`src/rtl/ict_pkg.sv`:
```
package ict_pkg;

  typedef enum logic [2:0] {
    M_TERM     = 3'd0,
    M_ONESHOT  = 3'd1,
    M_RATE     = 3'd2,
    M_SQUARE   = 3'd3,
    M_SWSTROBE = 3'd4,
    M_HWSTROBE = 3'd5
  } chan_mode_e;

  typedef enum logic [1:0] {
    ST_BEFORE = 2'd0,
    ST_AT     = 2'd1,
    ST_PAST   = 2'd2
  } os_stage_e;

  // codes 6 and 7 fold onto the rate and square modes
  function automatic chan_mode_e fold_mode(input logic [2:0] code);
    if (code[2:1] == 2'b11) return chan_mode_e'({1'b0, code[1:0]});
    return chan_mode_e'(code);
  endfunction

endpackage

```
`src/rtl/ict_oneshot.sv`:
```
module ict_oneshot #(
  parameter int W = 16
) (
  input  logic                clk,
  input  logic                rst,
  input  logic                restart,
  input  logic                adv,
  input  logic [W:0]          n_val,
  output logic [W-1:0]        remain,
  output ict_pkg::os_stage_e  stage,
  output logic                hit
);
  import ict_pkg::*;

  logic [W-1:0] dn_q;
  os_stage_e    st_q;

  assign hit    = adv && !restart && (st_q == ST_BEFORE) && (dn_q == W'(1));
  assign remain = dn_q;
  assign stage  = st_q;

  always_ff @(posedge clk) begin
    if (rst) begin
      dn_q <= '0;
      st_q <= ST_BEFORE;
    end else if (restart) begin
      dn_q <= n_val[W-1:0];
      st_q <= ST_BEFORE;
    end else if (adv) begin
      dn_q <= dn_q - W'(1);
      case (st_q)
        ST_BEFORE: if (dn_q == W'(1)) st_q <= ST_AT;
        ST_AT:     st_q <= ST_PAST;
        default:   st_q <= ST_PAST;
      endcase
    end
  end


  dn_hold_chk: assert property (@(posedge clk) disable iff (rst)
    (!restart && !adv) |=> $stable(dn_q));

endmodule

```
`src/rtl/ict_phase.sv`:
```
module ict_phase #(
  parameter int W    = 16,
  parameter int STEP = 1
) (
  input  logic       clk,
  input  logic       rst,
  input  logic       restart,
  input  logic       adv,
  input  logic [W:0] n_val,
  output logic [W:0] phase,
  output logic       wrap
);
  localparam int PW = W + 2;

  logic [W:0]    ph_q;
  logic [PW-1:0] nx;

  always_comb begin
    nx = PW'(ph_q) + PW'(STEP);
    for (int i = 0; i < STEP; i++) begin
      if (nx >= PW'(n_val)) nx = nx - PW'(n_val);
    end
  end

  assign wrap  = adv && !restart && (nx == '0);
  assign phase = ph_q;

  always_ff @(posedge clk) begin
    if (rst || restart) ph_q <= '0;
    else if (adv)       ph_q <= nx[W:0];
  end


  phase_range_chk: assert property (@(posedge clk) disable iff (rst)
    ph_q < n_val);

endmodule

```
`src/rtl/interval_chan.sv`:
```
module interval_chan #(
  parameter int   W          = 16,
  parameter logic GATE_RESET = 1'b1
) (
  input  logic         clk,
  input  logic         rst,
  input  logic         tick,
  input  logic         gate,
  input  logic         cfg_wr,
  input  logic [2:0]   cfg_mode,
  input  logic         load_wr,
  input  logic [W-1:0] load_val,
  output logic         out_level,
  output logic [W-1:0] count_out,
  output logic         term_pulse
);
  import ict_pkg::*;

  localparam int         NW   = W + 1;
  localparam logic [W:0] FULL = NW'(1) << W;

  logic          tick_q, gate_q, valid_q, started_q, term_q;
  chan_mode_e    mode_q;
  logic [W:0]    n_q, load_n;
  logic          gate_mode, restart, adv;
  logic [W-1:0]  os_remain;
  os_stage_e     os_stage;
  logic          os_hit;
  logic [W:0]    ph1, ph2;
  logic          wrap1, wrap2;
  logic [W+1:0]  half;
  logic          term_d;

  assign load_n    = (load_val == '0) ? FULL : {1'b0, load_val};
  assign gate_mode = (mode_q == M_TERM) || (mode_q == M_SWSTROBE);
  assign restart   = load_wr || (valid_q && !gate_mode && gate && !gate_q);
  assign adv       = valid_q && tick && !tick_q && (!gate_mode || gate);
  assign half      = ({1'b0, n_q} + (W+2)'(1)) >> 1;

  ict_oneshot #(.W(W)) u_os (
    .clk(clk), .rst(rst), .restart(restart), .adv(adv), .n_val(load_wr ? load_n : n_q),
    .remain(os_remain), .stage(os_stage), .hit(os_hit)
  );

  ict_phase #(.W(W), .STEP(1)) u_ph1 (
    .clk(clk), .rst(rst), .restart(restart), .adv(adv), .n_val(n_q),
    .phase(ph1), .wrap(wrap1)
  );

  ict_phase #(.W(W), .STEP(2)) u_ph2 (
    .clk(clk), .rst(rst), .restart(restart), .adv(adv), .n_val(n_q),
    .phase(ph2), .wrap(wrap2)
  );

  always_comb begin
    case (mode_q)
      M_RATE, M_SQUARE: term_d = wrap1;
      default:          term_d = os_hit;
    endcase
  end

  always_ff @(posedge clk) begin
    if (rst) begin
      tick_q    <= 1'b0;
      gate_q    <= GATE_RESET;
      valid_q   <= 1'b0;
      mode_q    <= M_TERM;
      n_q       <= FULL;
      started_q <= 1'b0;
      term_q    <= 1'b0;
    end else begin
      tick_q <= tick;
      gate_q <= gate;
      if (cfg_wr) begin
        valid_q <= 1'b1;
        mode_q  <= fold_mode(cfg_mode);
      end
      if (load_wr) n_q <= load_n;
      if (restart)  started_q <= 1'b0;
      else if (adv) started_q <= 1'b1;
      term_q <= valid_q && term_d;
    end
  end

  always_comb begin
    out_level = 1'b0;
    count_out = os_remain;
    if (valid_q) begin
      case (mode_q)
        M_TERM:    out_level = (os_stage != ST_BEFORE);
        M_ONESHOT: out_level = (os_stage == ST_BEFORE);
        M_RATE: begin
          out_level = started_q && (ph1 == '0);
          count_out = W'(n_q - ph1);
        end
        M_SQUARE: begin
          out_level = ((W+2)'(ph1) < half);
          count_out = W'(n_q - ph2);
        end
        default:   out_level = (os_stage == ST_AT);
      endcase
    end
  end

  assign term_pulse = term_q;


  term_sticky_chk: assert property (@(posedge clk) disable iff (rst)
    (valid_q && mode_q == M_TERM && out_level && !load_wr && !cfg_wr) |=> out_level);


  term_single_chk: assert property (@(posedge clk) disable iff (rst)
    term_pulse |=> !term_pulse);


  gate_block_chk: assert property (@(posedge clk) disable iff (rst)
    (valid_q && gate_mode && !gate && !load_wr && !cfg_wr) |=> $stable(count_out));

endmodule

```
`config.mk`:
```
export PLATFORM = sky130hd
export DESIGN_NAME = interval_chan
export DESIGN_NICKNAME = d
export VERILOG_FILES = /design/src/rtl/ict_pkg.sv /design/src/rtl/ict_oneshot.sv /design/src/rtl/ict_phase.sv /design/src/rtl/interval_chan.sv
export SDC_FILE = /design/constraint.sdc
export NUM_CORES = 1
export LEC_CHECK = 0
export BUFFER_PORTS_ARGS = -buffer_cell sky130_fd_sc_hd__clkbuf_2
export CORE_UTILIZATION = 52
export DETAILED_ROUTE_END_ITERATION = 10
export PLACE_DENSITY = 0.79
export SYNTH_ARGS = -nofsm -noshare
export SYNTH_HDL_FRONTEND = slang
export SYNTH_HIERARCHICAL = 1
export SYNTH_SLANG_ARGS = --single-unit
```
`constraint.sdc`:
```
create_clock -name clk -period 6.3 [get_ports clk]
set_input_delay 1.26 -clock clk [delete_from_list [all_inputs] [get_ports clk]]
set_output_delay 1.26 -clock clk [all_outputs]
set_load 0.03 [all_outputs]
```
==> results.md <==
* Antenna fix cells at 0
* Final hold vios at 0
* CP arrival at 6160 ps
* Cell count along the critical path at 24
* Max layer used: met4
* Grt total ovfl at 0
* Worst reg2reg path endpoint: u_ph2/phase[0]$_SDFFE_PP0P_
* Endpoints failing setup at 0
* CTS clk-pin slew, worst paths at 60 ps
* Core area at 0.0166 mm²
* End of the critical path: u_ph2/phase[0]$_SDFFE_PP0P_
* Slew margin rel. at 0.325
* Cells after synthesis at 1156
* Max cap viols at 0
* CTS Hold Bufs at 0
* Placer congestion estimate at 1.00
* Worst Tran Pin Value at 1010 ps
* Worst vdd ir at 157 µV
* Number of routed nets with antenna violations at 0
* Pre-antenna DRT Iters at 5
* Setup crit start: u_ph2/phase[1]$_SDFFE_PP0P_
* Met2 routed WL at 11600 µm
* Vias at 8829
* Power Density at 185 mW/mm²
* Initial Utilization at 0.533
* Root Buffer: clkbuf_16
* Sequence of cells on the critical path: ha_1, and4_1, and4_4, nand3_1, xnor2_1, ha_1, a21oi_1, o21ai_0, a31oi_1, nand3b_1, a41oi_2, buf_4, buf_4, mux2i_1, ha_1, and2_1, a22o_1, nor3_1, o21ai_0, a221o_1, a211oi_4, buf_12, mux2_2, a211oi_2
* CTS Sinks at 77
* Hpwl dp at 20100 µm
* Tightest Hold Check Type: reg2reg
* Area growth syn-to-layout at 8.05%
* M1 WL at 11300 µm
* Initial antenna violation count at 0
* H-tree levels at 3
* WL per Instance at 18.3 µm
* Port Buf Inserts at 42
* Mapped Area at 0.00884 mm²
* Die ar. at 0.0175 mm²
* DRC Markers at 0
* Fin. max-slew vios at 0
* Gr usage total at 0.297
* Crit end category: flop
* Largest stage delay, worst path at 410 ps
* Global-route wire length before repair at 41700 µm
* Critical Path Start Type: flop
* First-iteration detailed-routing DRC count at 940
* RSZ-0062 raised after global routing: no
* Tcrit/Tclk final at 0.935
* Post-Syn Nets at 1272
* Clock Latency Late Sink at 360 ps
* Largest net degree at the start of global routing at 78
* Yosys warnings at 6
* PnR Total Power at 1.76 mW
* # IOs at 43
* Die Height at 132 µm
* Worst-path fanout max at 15
* Met3 WL at 2120 µm
* Crit path buffers/inverters at 3
* Avg Synthesized Cell Area at 7.65 µm²
* FF-to-FF Start: u_ph2/phase[1]$_SDFFE_PP0P_
* Crit-path leading delay family: compound AO/OA/AOI/OAI gates
* DIE WIDTH at 132 µm
* Via/cell ratio at 6.26
* Crit-path slowest cell: dfxtp_2
* Floorplan row count at 47
* Post-Route WL at 25800 µm
* Pleak at 4.13 nW
* Status: completed
* Vias in the first global route at 8096
* Setup tns final at 0 ps
* R2R Setup Slk at 410 ps
* Net count, final at 1302
* Most frequent CP cell: ha_1
* Peak Freq at 170 MHz
* Skew final at 8.14 ps
* Final min period at 5890 ps
* Clock Tree Buf Depth at 2
* Req. time, crit path at 6570 ps
* Kind of critical path: reg2reg
* Fraction of layout cells with a size suffix above 1 at 0.107
* CTS tree: built
* CTS Buf Count at 9
* R2R depth at 24
==> tightest hold or removal path, cell delays in order (launching register included) <==
cell and delay (ps):
dfxtp_1 320, nor2_1 100, nor3_1 40
==> area by class of cell <==
type | count | area, µm²
timing repair buffer | 62 | 373
multi-input combinational | 964 | 6800
clock buffer | 9 | 225
inverter | 72 | 270
sequential | 77 | 1540
tap | 220 | 275
clock inverter | 7 | 62.6
fill | 1556 | 7030
==> metrics by stage <==
step                      utilization  area [µm²]  worst slack [ps]  std cells  hold slack [ps]
final                           0.576        9550               409       1411              501
after global routing            0.576        9550              63.3       1411              538
after CTS                       0.575        9530               197       1410              502
after detailed placement        0.557        9240               224       1394              489
after global placement          0.557        9240               384       1394              484
after floorplan                     -        8840               763       1156              469
==> cells in the final DEF, fill, tap and decap left out, types with 41 or more instances in the layout <==
cell and n:
a21oi_1 64, clkbuf_2 42, dfxtp_1 76, ha_1 87, inv_1 72, mux2i_1 47
nand2_1 113, nor2_1 102, o21ai_0 56, xnor2_1 62, xor2_1 41
==> routing by layer <==
metal / GRT usage / up-vias
met5: 0 / -
met4: 0.123 / 0
met3: 0.0569 / 61
met2: 0.474 / 405
met1: 0.391 / 4096
li1: - / 4267
==> worst min-delay path by stage <==
| stage | from | to | slack [ps] | depth (start not counted) |
|---|---|---|---|---|
| floorplan | started_q$_SDFFE_PP0P_ | started_q$_SDFFE_PP0P_ | 470 | 2 |
| global placement | started_q$_SDFFE_PP0P_ | started_q$_SDFFE_PP0P_ | 480 | 2 |
| detailed placement | started_q$_SDFFE_PP0P_ | started_q$_SDFFE_PP0P_ | 490 | 2 |
| CTS | started_q$_SDFFE_PP0P_ | started_q$_SDFFE_PP0P_ | 500 | 2 |
| global route | started_q$_SDFFE_PP0P_ | started_q$_SDFFE_PP0P_ | 540 | 2 |
| finish | started_q$_SDFFE_PP0P_ | started_q$_SDFFE_PP0P_ | 500 | 2 |
==> registers in the layout, indices dropped and copies added (netlist names) <==
register     flops
gate_q           1
mode_q           3
n_q             17
started_q        1
term_pulse       1
tick_q           1
u_os/remain     16
u_os/stage       2
u_ph1/phase     17
u_ph2/phase     17
valid_q          1
==> where the power goes <==
part	internal, mW	switching, mW	total (mW)	leakage (nW)
sequential	0.507	0.0362	0.543	0.630
clock	0.276	0.241	0.517	0.145
combinational	0.289	0.414	0.703	3.36
total	1.07	0.690	1.76	4.13
==> what timing repair did <==
| action | in CTS | in global routing |
|---|---|---|
| gates resized for setup | 0 | 2 |
| endpoints found under the setup margin | 0 | 16 |
| buffers inserted | 0 | 1 |
Power figures use the tool's default switching activity.
